$ cat src/rtl/wdt_pkg.sv
// Package: shared types for the sequence-armed watchdog.
// Assumes: nothing beyond IEEE 1800-2017.
package wdt_pkg;

    // Progress through the two-byte unlock pair
    typedef enum logic {
        SEQ_EMPTY = 1'b0,   // no first key pending
        SEQ_HALF  = 1'b1    // first key seen, second key expected next
    } seq_state_e;

endpackage

$ cat src/rtl/wdt_unlock.sv
// Module: wdt_unlock
// Decodes service writes into a one-cycle kick when the first key is
// followed by the second key as the very next write.
// Assumes: svc_data is valid whenever svc_wr is high.
module wdt_unlock
    import wdt_pkg::*;
#(
    parameter int          DATA_W = 8,
    parameter logic [7:0]  KEY_A  = 8'h1E,
    parameter logic [7:0]  KEY_B  = 8'hE1
) (
    input  logic              clk,
    input  logic              rst_n,
    input  logic              svc_wr,
    input  logic [DATA_W-1:0] svc_data,
    output logic              kick
);

    localparam logic [DATA_W-1:0] KA = DATA_W'(KEY_A);
    localparam logic [DATA_W-1:0] KB = DATA_W'(KEY_B);

    seq_state_e seq_q;

    // Second key completing a pending pair
    always_comb kick = svc_wr && (seq_q == SEQ_HALF) && (svc_data == KB);

    // Track whether the previous write was the first key
    always_ff @(posedge clk) begin
        if (!rst_n)
            seq_q <= SEQ_EMPTY;
        else if (svc_wr) begin
            if (kick)
                seq_q <= SEQ_EMPTY;
            else if (svc_data == KA)
                seq_q <= SEQ_HALF;
            else
                seq_q <= SEQ_EMPTY;
        end
    end

    // A completed pair always leaves no half pending
    p_kick_consumes_r5: assert property (@(posedge clk) disable iff (!rst_n)
        kick |=> (seq_q == SEQ_EMPTY));

    // Cycles without a write keep the partial state
    p_seq_hold_r2: assert property (@(posedge clk) disable iff (!rst_n)
        !svc_wr |=> $stable(seq_q));

endmodule

$ cat src/rtl/wdt_counter.sv
// Module: wdt_counter
// Holds the armed state and the hidden tick counter; flags overflow on
// the edge carrying the last tick before the all-ones value.
// Assumes: kick is a single-cycle strobe from the unlock decoder.
module wdt_counter #(
    parameter int CNT_W = 14
) (
    input  logic clk,
    input  logic rst_n,
    input  logic kick,
    input  logic mc_tick,
    input  logic idle,
    input  logic pwr_down,
    input  logic idle_stop,
    output logic ovf_evt
);

    localparam logic [CNT_W-1:0] LAST = {CNT_W{1'b1}} - CNT_W'(1);

    logic             armed_q;
    logic [CNT_W-1:0] cnt_q;
    logic             run;

    // A tick counts when armed and no freeze condition applies
    always_comb run = armed_q && mc_tick && !pwr_down && !(idle && idle_stop);

    // Overflow on the tick that would reach the all-ones value
    always_comb ovf_evt = run && !kick && (cnt_q == LAST);

    // Arm/restart on kick, disarm on overflow, else advance
    always_ff @(posedge clk) begin
        if (!rst_n) begin
            armed_q <= 1'b0;
            cnt_q   <= '0;
        end else if (kick) begin
            armed_q <= 1'b1;
            cnt_q   <= '0;
        end else if (ovf_evt) begin
            armed_q <= 1'b0;
            cnt_q   <= '0;
        end else if (run) begin
            cnt_q   <= cnt_q + CNT_W'(1);
        end
    end

    p_kick_restart_r4: assert property (@(posedge clk) disable iff (!rst_n)
        kick |=> (armed_q && cnt_q == '0));

    p_pd_hold_r8: assert property (@(posedge clk) disable iff (!rst_n)
        (pwr_down && !kick && !ovf_evt) |=> $stable(cnt_q));

    p_idle_hold_r9: assert property (@(posedge clk) disable iff (!rst_n)
        (idle && idle_stop && !kick && !ovf_evt) |=> $stable(cnt_q));

    p_no_tick_hold_r11: assert property (@(posedge clk) disable iff (!rst_n)
        (!mc_tick && !kick) |=> $stable(cnt_q));

    p_disarm_on_ovf_r6: assert property (@(posedge clk) disable iff (!rst_n)
        (ovf_evt && !kick) |=> !armed_q);

    p_stay_armed_r6: assert property (@(posedge clk) disable iff (!rst_n)
        (armed_q && !ovf_evt) |=> armed_q);

    p_idle_zero_r1: assert property (@(posedge clk) disable iff (!rst_n)
        !armed_q |-> (cnt_q == '0));

endmodule

$ cat src/rtl/wdt_pulse.sv
// Module: wdt_pulse
// Stretches an overflow event into a fixed-length reset pulse and keeps
// a sticky overflow flag.
// Assumes: ovf_evt is a single-cycle strobe.
module wdt_pulse #(
    parameter int PULSE_LEN = 98
) (
    input  logic clk,
    input  logic rst_n,
    input  logic ovf_evt,
    input  logic rst_out_dis,
    output logic rst_o,
    output logic flag_o
);

    localparam int PW = $clog2(PULSE_LEN + 1);

    logic [PW-1:0] left_q;
    logic          flag_q;

    // Load the pulse length on an unsuppressed overflow, then count down
    always_ff @(posedge clk) begin
        if (!rst_n)
            left_q <= '0;
        else if (ovf_evt && !rst_out_dis)
            left_q <= PW'(PULSE_LEN);
        else if (left_q != '0)
            left_q <= left_q - PW'(1);
    end

    // Sticky status set by any overflow
    always_ff @(posedge clk) begin
        if (!rst_n)
            flag_q <= 1'b0;
        else if (ovf_evt)
            flag_q <= 1'b1;
    end

    always_comb rst_o  = (left_q != '0);
    always_comb flag_o = flag_q;

    p_pulse_cause_r7: assert property (@(posedge clk) disable iff (!rst_n)
        $rose(rst_o) |-> $past(ovf_evt));

    p_suppress_r10: assert property (@(posedge clk) disable iff (!rst_n)
        (!rst_o && ovf_evt && rst_out_dis) |=> !rst_o);

    p_flag_sticky_r10: assert property (@(posedge clk) disable iff (!rst_n)
        flag_o |=> flag_o);

endmodule

$ cat src/rtl/seq_watchdog.sv
// Module: seq_watchdog (top)
// Watchdog armed and serviced by an ordered two-byte write pair; counts
// machine-cycle ticks and emits a timed reset pulse on overflow.
// Assumes: clk is the oscillator clock; mc_tick marks machine cycles.
module seq_watchdog #(
    parameter int         DATA_W    = 8,
    parameter int         CNT_W     = 14,
    parameter int         PULSE_LEN = 98,
    parameter logic [7:0] KEY_A     = 8'h1E,
    parameter logic [7:0] KEY_B     = 8'hE1
) (
    input  logic              clk,
    input  logic              rst_n,
    input  logic              mc_tick,
    input  logic              svc_wr,
    input  logic [DATA_W-1:0] svc_data,
    input  logic              idle,
    input  logic              pwr_down,
    input  logic              idle_stop,
    input  logic              rst_out_dis,
    output logic              wdt_rst_o,
    output logic              ovf_flag_o
);

    logic kick;
    logic ovf_evt;

    wdt_unlock #(
        .DATA_W (DATA_W),
        .KEY_A  (KEY_A),
        .KEY_B  (KEY_B)
    ) u_unlock (
        .clk      (clk),
        .rst_n    (rst_n),
        .svc_wr   (svc_wr),
        .svc_data (svc_data),
        .kick     (kick)
    );

    wdt_counter #(
        .CNT_W (CNT_W)
    ) u_counter (
        .clk       (clk),
        .rst_n     (rst_n),
        .kick      (kick),
        .mc_tick   (mc_tick),
        .idle      (idle),
        .pwr_down  (pwr_down),
        .idle_stop (idle_stop),
        .ovf_evt   (ovf_evt)
    );

    wdt_pulse #(
        .PULSE_LEN (PULSE_LEN)
    ) u_pulse (
        .clk         (clk),
        .rst_n       (rst_n),
        .ovf_evt     (ovf_evt),
        .rst_out_dis (rst_out_dis),
        .rst_o       (wdt_rst_o),
        .flag_o      (ovf_flag_o)
    );

    p_reset_quiet_r1: assert property (@(posedge clk)
        !rst_n |=> (!wdt_rst_o && !ovf_flag_o));

endmodule

$ cat config.mk
export PLATFORM = sky130hd
export DESIGN_NAME = seq_watchdog
export DESIGN_NICKNAME = d
export VERILOG_FILES = /design/src/rtl/wdt_pkg.sv /design/src/rtl/wdt_unlock.sv /design/src/rtl/wdt_counter.sv /design/src/rtl/wdt_pulse.sv /design/src/rtl/seq_watchdog.sv
export SDC_FILE = /design/constraint.sdc
export NUM_CORES = 1
export LEC_CHECK = 0
export BUFFER_PORTS_ARGS = -buffer_cell sky130_fd_sc_hd__buf_2
export CELL_PAD_IN_SITES_DETAIL_PLACEMENT = 1
export CELL_PAD_IN_SITES_GLOBAL_PLACEMENT = 2
export CORE_ASPECT_RATIO = 1.25
export CORE_UTILIZATION = 33
export CTS_CLUSTER_DIAMETER = 60
export DETAILED_ROUTE_END_ITERATION = 6
export PLACE_DENSITY = 0.82
export SYNTH_ARGS = -nofsm -noshare
export SYNTH_HDL_FRONTEND = slang
export SYNTH_SLANG_ARGS = --single-unit
$ cat constraint.sdc
create_clock -name clk -period 2 [get_ports clk]
set_input_delay 0.1 -clock clk [delete_from_list [all_inputs] [get_ports clk]]
set_output_delay 0.1 -clock clk [all_outputs]
set_load 0.03 [all_outputs]
* After elaboration in Yosys (flattened, before gate mapping)
Index checks and enable logic that the tools add are counted.
** Word-level totals
- Word-level logic and storage cells :: 36
- Register bits :: 24
- Input bits :: 16
- Output and inout port bits :: 2
** Operators by class
- Reduce and logical (&&, ||, !) cells :: 18
- Add/sub/neg operators :: 2
- Bitwise operators :: 1
- Equality and inequality tests :: 3
- Mux-type cells :: 6
** Operators with widths (number)
- adder 14 x 1 -> 14 bit (second input constant) :: 1
- == test 14 bit (second input constant) :: 1
- two-way mux 7 bit :: 2
- logical AND 1 bit :: 9
- == test 8 x 5 -> 1 bit (second input constant) :: 1
- == test 8 bit (second input constant) :: 1
- nonzero test 7 bit :: 1
- subtractor 7 x 1 -> 7 bit (second input constant) :: 1
- zero test 1 bit :: 4
- two-way mux 1 bit :: 4
- nonzero test 2 bit :: 2
- OR reduction 3 bit :: 1
- OR reduction 2 bit :: 1
- inverter 1 bit :: 1

* Depth between registers and ports, before layout
Gate-level depths: netlist (run 1).
- Depth after elaboration :: 7
- Depth in mapped cells :: 8
- Mapped depth without buffers :: 7

* Cells and area by module
Synthesis (run 1) repeated with hierarchy kept, for this count alone.
** Second synthesis, totals
- Cell total of the unflattened synthesis :: 141
- Area, all modules :: 1239.9 um^2
** By module, submodules not included
- wdt_counter :: cells an instance 90, sequential area each 300.3 um^2, times used 1, area an instance 774.5 um^2
- wdt_pulse :: cells an instance 42, sequential area each 160.2 um^2, times used 1, area an instance 379.1 um^2
- wdt_unlock :: cells an instance 9, sequential area each 20.0 um^2, times used 1, area an instance 86.3 um^2

* Worst setup path before layout (run 1)
OpenSTA, ideal clock, no wires.
- Kind :: register -> register
- Start :: register u_pulse.left_q[4]
- End :: register u_pulse.left_q[5]
- Data arrival time :: 1554 ps
- Setup time :: 115 ps
- Path slack :: 332 ps
- Stages on the path, launching flop included :: 6
- Period minus slack after synthesis :: 1668 ps
- Buffers on the path :: 0
- Required time :: 1885 ps
- Cells stage by stage :: dfxtp_1 -> nor4_1 -> nand3b_1 -> nand4_1 -> xnor2_1 -> o21a_1
** On the way
- Elaborated cells between the ends (all ways) :: 5
- Classes of those cells :: add/sub: 1; mux: 2; reduce/logical: 2
** RTL lines
- from (decl) :: line wdt_pulse.sv:18 : logic [PW-1:0] left_q;
- from (signal assigned) :: line wdt_pulse.sv:26 : left_q <= PW'(PULSE_LEN);
- from (signal assigned) :: line wdt_pulse.sv:28 : left_q <= left_q - PW'(1);
- nonzero test 7 bit
- named net wdt_rst_o :: line seq_watchdog.sv:21 : output logic wdt_rst_o,
- nonzero test 2 bit (no source line)
The timed path passes the listed nets, and every way through them passes these cells. The select of a mux whose other input is x is not followed.
A chain may end at the register's enable or synchronous reset.

* Worst setup path after layout (run 1)
- Start :: register u_counter.cnt_q[0]
- End :: register u_counter.cnt_q[1]
** On the way
- Cells in the longest elaborated chain, start to end :: 3
- Elaborated cells between the ends (all ways) :: 4
- Classes of those cells :: add/sub: 1; eq/ne: 1; reduce/logical: 2
** RTL lines
- from (decl) :: line wdt_counter.sv:21 : logic [CNT_W-1:0] cnt_q;
- from (signal assigned) :: line wdt_counter.sv:42 : cnt_q <= cnt_q + CNT_W'(1);
- parallel branches: the longest is 3 deep, another holds adder 14 x 1 -> 14 bit
Parallel ways; which one is timed is not known.

==> results by group, run 1 <==
Run status
  • Status: finished clean

Global routing
  • First-pass GRT wire length: between 4 and 5 mm
  • Pin count of the biggest net entering global routing: 15
  • Initial antenna violation count: 0
  • GRT Residual Overflow: 0
  • Number of global-route vias before repair: 1,120
  • GRT Overall Usage: 14.92%

Logic synthesis
  • Synth cell types: 38
  • Adder-cell area share of the yosys netlist: slightly above 4%
  • Mux cell area share after synthesis: 0%
  • Seq cells post-synth: 24
  • Combinational family with the most area after synthesis: simple AND/OR/NAND/NOR gates
  • Post-synthesis xor/xnor area fraction: under 10%
  • Post-synth EDFFs: 0
  • Post-Syn Instances: 140
  • Asr flop ratio synth: 0%
  • Synth Cell Area: approximately 1200 um^2
  • Yosys warns: 0
  • Sequential area share after synthesis: 38.83%
  • Post-Synth Simple-Gate Area: 34.68%
  • Net Count, Synth: 160
  • Post-synthesis compound-gate area fraction: 10.11%
  • Avg Cell Area, Syn: roughly 8.8 um^2
  • Prevailing post-synth register cell: dfxtp_1

Power
  • Pleak: between 0.0005 and 0.0006 uW
  • Pwr Density: roughly 1000 nW/um^2
  • Max IR drop VDD: about 0.00025 V

Placed design
  • Placer Congestion: 0.7227
  • Setup WS pre-CTS: 0.1473 ns
  • HPWL after DPL: 2.199 mm
  • I/O Buffers: 17
  • Placement Cell Area: between 1000 and 1500 um^2

Final layout
  • Final instance area: ~1400 um^2
  • Number of diodes: 0
  • Area Overhead vs Synth: 15.98%
  • Post-layout util: approximately two fifths
  • Final net count: between 150 and 200
  • Share of cells above drive strength 1: 20.13%

Setup path
  • Slowest cell on the critical path: nand3_1
  • Worst path depth: 7
  • Crit-path max FO: 11
  • Worst-case reg-to-reg path depth: 7
  • Crit path kind: reg -> reg
  • Buf+Inv Stages, Crit Path: 1
  • Max incr delay on CP: ~0.39 ns
  • CP Capture Type: flop
  • Crit path DAT: between 1.5 and 2 ns
  • Flop2flop setup slack: about 0.17 ns
  • Delay-heaviest family, CP: simple AND/OR/NAND/NOR gates
  • Startpoint class of the critical path: flop
  • CP cell instances: inv_1, ha_1, nand2_1, nor4b_4, nand3b_1, nand3_1, a211oi_1
  • Reg2reg end: u_counter.cnt_q[1]$_SDFFE_PP0P_
  • R2r startpoint: u_counter.cnt_q[0]$_SDFFE_PP0P_
  • WP data required: between 2 and 2.5 ns

Floorplanning
  • Number of core rows: 24
  • Die footprint: 4000 um^2
  • Die Width: 56.77 um
  • IO Pins: 18
  • Starting density of the core: 34.92%
  • Core area: between 3000 and 4000 um^2
  • Die H: about 70 um

Clocking
  • Post-CTS sizing: 0
  • Clk_lat worst skew: ~0.26 ns
  • Clk root buf: clkbuf_8
  • # clock sinks: 24
  • Hold buffers post-CTS: 0
  • Post-CTS Setup Bufs: 0
  • TritonCTS clock tree: built
  • Worst-path clk slew: ~0.080 ns
  • Htree depth: 1
  • CTS buffer count: 3
  • Clock buffer depth: 2

STA
  • FMAX: approximately 550 MHz
  • Min Clock Period, post-route: about 1.8 ns
  • Slew headroom: roughly two thirds
  • Count of pins over their slew limit: 0
  • Slew of the pin with the lowest slew margin: between 0.4 and 0.5 ns
  • Final setup violation count: 0
  • Final setup margin: 0.1669 ns
  • Final Hold Fails: 0
  • RSZ-0062 raised after global routing: false
  • Final cycle utilization of the critical path: between 90 and 100%
  • Worst clock skew: around 0.0018 ns
  • Total Neg Setup Slack: 0 ns

Hold path
  • Worst Hold Endpoint: u_unlock.seq_q$_SDFFE_PN0P_
  • Hold path depth: 3
  • Worst Hold Launch: svc_wr
  • Worst Hold Class: in -> reg

Detailed routing
  • DRT iter0 DRCs: 18
  • WL final: ~2.7 mm
  • Remaining antenna violation count: 0
  • Via count of the routed design: 1,048
  • DRC viols: 0
  • Pre-antenna DRT Iters: 3
  • Via density: 5.293
  • Routed len/inst: between 10 and 15 um

Run
  • Max Cap Viol: 0
-- layer usage --
metal	GRT usage, %	vias to the layer above	part of all wire, %
met5	0	-	0
met4	4.878	0	1.3
met3	1.852	5	2.1
met2	28.70	11	55
met1	16.51	502	42
li1	-	530	-
-- cells in the mapped netlist, types with 3 or more instances --
cell      n  area, um^2
a21oi_1   3       15.01
dfxtp_1  24       480.5
ha_1      4       50.05
inv_1     4       15.01
nand2_1  13       48.80
nand3_1  10       50.05
nand4_1   4       25.02
nor2_1   19       71.32
nor3_1    3       15.01
o21a_1    3       22.52
o21ai_1   3       15.01
or3_1     4       25.02
xnor2_1   4       35.03
xor2_1   10       87.58
-- flip-flops by register name (all words and copies together) (netlist names) --
signal	flops
u_unlock.seq_q	1
u_pulse.left_q	7
u_counter.armed_q	1
u_pulse.flag_o	1
u_counter.cnt_q	14
-- power breakdown --
part           total (uW)  leakage, uW  internal [uW]  switching, uW
registers             601     0.000195            543           57.8
logic                 452     0.000350            200            251
clock network         424    0.0000357            267            157
-- metrics by stage --
step	total power (uW)	cells	hold slack, ns
floorplan	961.5	140	0.2464
global placement	1053	194	0.3758
detailed placement	1069	194	0.3942
CTS	1499	198	0.1086
global route	1584	198	0.1168
finish	1477	198	0.1038
-- logic make-up (layout without fill, tap and decap cells) --
group | Yosys count | after routing
AO/OA/AOI/OAI | 19 | 19
AND/OR/NAND/NOR | 72 | 72
flip-flops | 24 | 24
adder cells (fa/ha/maj) | 4 | 4
XOR/XNOR | 14 | 14
buffers and inverters | 7 | 26
-- worst max-delay path by stage --
stage | startpoint | end
after floorplan | u_pulse.left_q[4]$_SDFFE_PP0P_ | u_pulse.left_q[5]$_SDFFE_PN0P_
after global placement | u_counter.cnt_q[0]$_SDFFE_PP0P_ | u_counter.cnt_q[1]$_SDFFE_PP0P_
after detailed placement | u_counter.cnt_q[0]$_SDFFE_PP0P_ | u_counter.cnt_q[1]$_SDFFE_PP0P_
after CTS | u_counter.cnt_q[0]$_SDFFE_PP0P_ | u_counter.cnt_q[1]$_SDFFE_PP0P_
after global routing | u_counter.cnt_q[0]$_SDFFE_PP0P_ | u_counter.cnt_q[1]$_SDFFE_PP0P_
final | u_counter.cnt_q[0]$_SDFFE_PP0P_ | u_counter.cnt_q[1]$_SDFFE_PP0P_
-- cell usage in the layout (no fill, tap or decap), types with 4 or more instances in the layout --
master,n
xnor2_1,4
inv_1,4
nand2_1,13
nand4_1,4
buf_2,17
nand3_1,10
ha_1,4
dfxtp_1,24
or3_1,4
nor2_1,19
xor2_1,10
-- area by class of cell --
class | instances | area (um^2)
Fill cell | 431 | 2108
Multi-Input combinational cell | 109 | 726.9
Sequential cell | 24 | 480.5
Timing Repair Buffer | 18 | 92.59
Tap cell | 39 | 48.80
Clock buffer | 3 | 41.29
Clock inverter | 1 | 30.03
Inverter | 4 | 15.01
-- tightest hold or removal path, cell delays in order --
cell and delay, ns:
buf_2 0.11, nand3_1 0.06, a21boi_1 0.06
Note: power is estimated with default switching activity, not from simulation.
==> run 2, diff against run 1 <==
- CORE_UTILIZATION: 33 -> 30
- PLACE_DENSITY: 0.82 -> 0.79
- clock period: 2 -> 1.6 ns (I/O delays scaled with it)
==> results by group, run 2 (synthesis results as in run 1) <==
Run status
  • Status: finished clean

Clocking
  • CTS buffer count: 3
  • Worst-path clk slew: 0.08 ns
  • Clk_lat worst skew: roughly 0.26 ns
  • Hold buffers post-CTS: 0
  • # clock sinks: 24
  • Htree depth: 1
  • Clk root buf: clkbuf_8
  • Clock buffer depth: 2
  • TritonCTS clock tree: built

STA
  • Final hold slack: between 0.08 and 0.09 ns
  • Min Clock Period, post-route: ~1.5 ns
  • Worst clock skew: 0.001874 ns
  • Final setup violation count: 0
  • Slew of the pin with the lowest slew margin: about 0.32 ns
  • FMAX: 672.4 MHz
  • Final Hold Fails: 0
  • Slew headroom: between 70% and 80%
  • Final cycle utilization of the critical path: 92.96%
  • Count of pins over their slew limit: 0
  • Total Neg Setup Slack: 0 ns
  • RSZ-0062 raised after global routing: false

Floorplanning
  • Die H: around 74 um
  • Starting density of the core: about a third
  • IO Pins: 18
  • Number of core rows: 25
  • Core area: ~3900 um^2
  • Die footprint: around 4400 um^2
  • Die Width: between 50 and 60 um

Power
  • Max IR drop VDD: approximately 0.00035 V
  • Pleak: roughly 0.00065 uW
  • Pwr Density: between 1000 and 1500 nW/um^2

Setup path
  • Crit path kind: reg -> out
  • CP Capture Type: output port
  • Flop2flop setup slack: 0.13 ns
  • Crit path DAT: between 1 and 1.5 ns
  • Crit. Startpoint: u_pulse.left_q[4]$_SDFFE_PP0P_
  • End point of the critical path: wdt_rst_o
  • R2r startpoint: u_counter.cnt_q[3]$_SDFFE_PP0P_
  • Startpoint class of the critical path: flop
  • WP data required: between 1.5 and 2 ns
  • Worst-case reg-to-reg path depth: 5
  • Crit-path max FO: 5
  • Reg2reg end: u_counter.cnt_q[8]$_SDFFE_PP0P_

Detailed routing
  • Pre-antenna DRT Iters: 4
  • WL final: 2.829 mm
  • DRT iter0 DRCs: 18
  • Routed len/inst: 12.74 um
  • Remaining antenna violation count: 0
  • Via density: just under 5
  • DRC viols: 0
  • Via count of the routed design: ~1.1k

Global routing
  • Pin count of the biggest net entering global routing: 13
  • First-pass GRT wire length: 4.816 mm
  • Number of global-route vias before repair: ~1.1k
  • GRT Residual Overflow: 0
  • Initial antenna violation count: 0
  • GRT Overall Usage: between 10% and 20%

Hold path
  • Worst Hold Class: in -> reg

Final layout
  • Share of cells above drive strength 1: between 30% and 40%
  • Fin cells: 222
  • Post-layout util: roughly two fifths
  • Largest register FFs: 14
  • Area Overhead vs Synth: 26.09%
  • Most flops, register: u_counter.cnt_q
  • Final net count: 190
  • Most frequent cells in the layout: nor2_1 (18), dfxtp_1 (18), buf_2 (17)
  • Final instance area: about 1600 um^2
  • Largest regs: u_counter.cnt_q (14), u_pulse.left_q (7)
  • Fillers: between 400 and 500
  • Number of diodes: 0
  • Multi-input logic area: between 700 and 800 um^2
  • Sequential Area: between 400 and 500 um^2

Placed design
  • Placer Congestion: approximately 0.75
  • I/O Buffers: 17
  • Placed cell count: 219
  • Placement Cell Area: 1476 um^2
  • HPWL after DPL: about 2.3 mm

Run
  • Max Cap Viol: 0
[run 2: worst max-delay path, cell delays in order, from the launching register on]
cell      delay (ns)
dfxtp_1         0.34
nor4_2          0.34
nand3b_1        0.23
buf_2           0.24
[run 2: stage by stage]
| stage | power (uW) | setup WS (ns) |
|---|---|---|
| 2_1_floorplan | 1217 | 0.005659 |
| 3_3_place_gp | 1371 | 0.1183 |
| 3_5_place_dp | 1403 | 0.04546 |
| 4_1_cts | 1757 | 0.03509 |
| 5_1_grt | 1882 | 0.001440 |
| 6_report | 1720 | 0.1127 |
[run 2: layer usage]
layer	up-vias	global-route usage [%]	share of wire (%)
met5	-	0	0
met4	0	5.556	1.6
met3	5	2.113	1.3
met2	9	28.09	58
met1	507	14.95	39
li1	549	-	-
[run 2: power breakdown]
| group | total, uW | switching (uW) | internal, uW | leakage (uW) |
|---|---|---|---|---|
| clock | 342 | 173 | 168 | 0.0000216 |
| combinational | 619 | 327 | 291 | 0.000431 |
| sequential | 760 | 81.2 | 679 | 0.000198 |
[run 2: layout make-up]
| class | count | area share [%] |
|---|---|---|
| Tap cell | 54 | 4.330 |
| Timing Repair Buffer | 28 | 11.55 |
| Multi-Input combinational cell | 109 | 49.24 |
| Clock buffer | 3 | 2.646 |
| Inverter | 4 | 0.9623 |
| Sequential cell | 24 | 31.27 |
[run 2: timing repair]
| item | in CTS | in global routing |
|---|---|---|
| buffers inserted | 0 | 0 |
| endpoints found under the setup margin | 0 | 20 |
| gates resized for setup | 0 | 14 |
[run 2: worst min-delay path by stage]
stage / endpoint / from / depth (start not counted)
floorplan: u_unlock.seq_q$_SDFFE_PN0P_ / svc_wr / 2
global placement: u_unlock.seq_q$_SDFFE_PN0P_ / svc_wr / 3
detailed placement: u_unlock.seq_q$_SDFFE_PN0P_ / svc_wr / 3
CTS: u_unlock.seq_q$_SDFFE_PN0P_ / svc_wr / 3
global route: u_unlock.seq_q$_SDFFE_PN0P_ / svc_wr / 3
finish: u_unlock.seq_q$_SDFFE_PN0P_ / svc_wr / 3
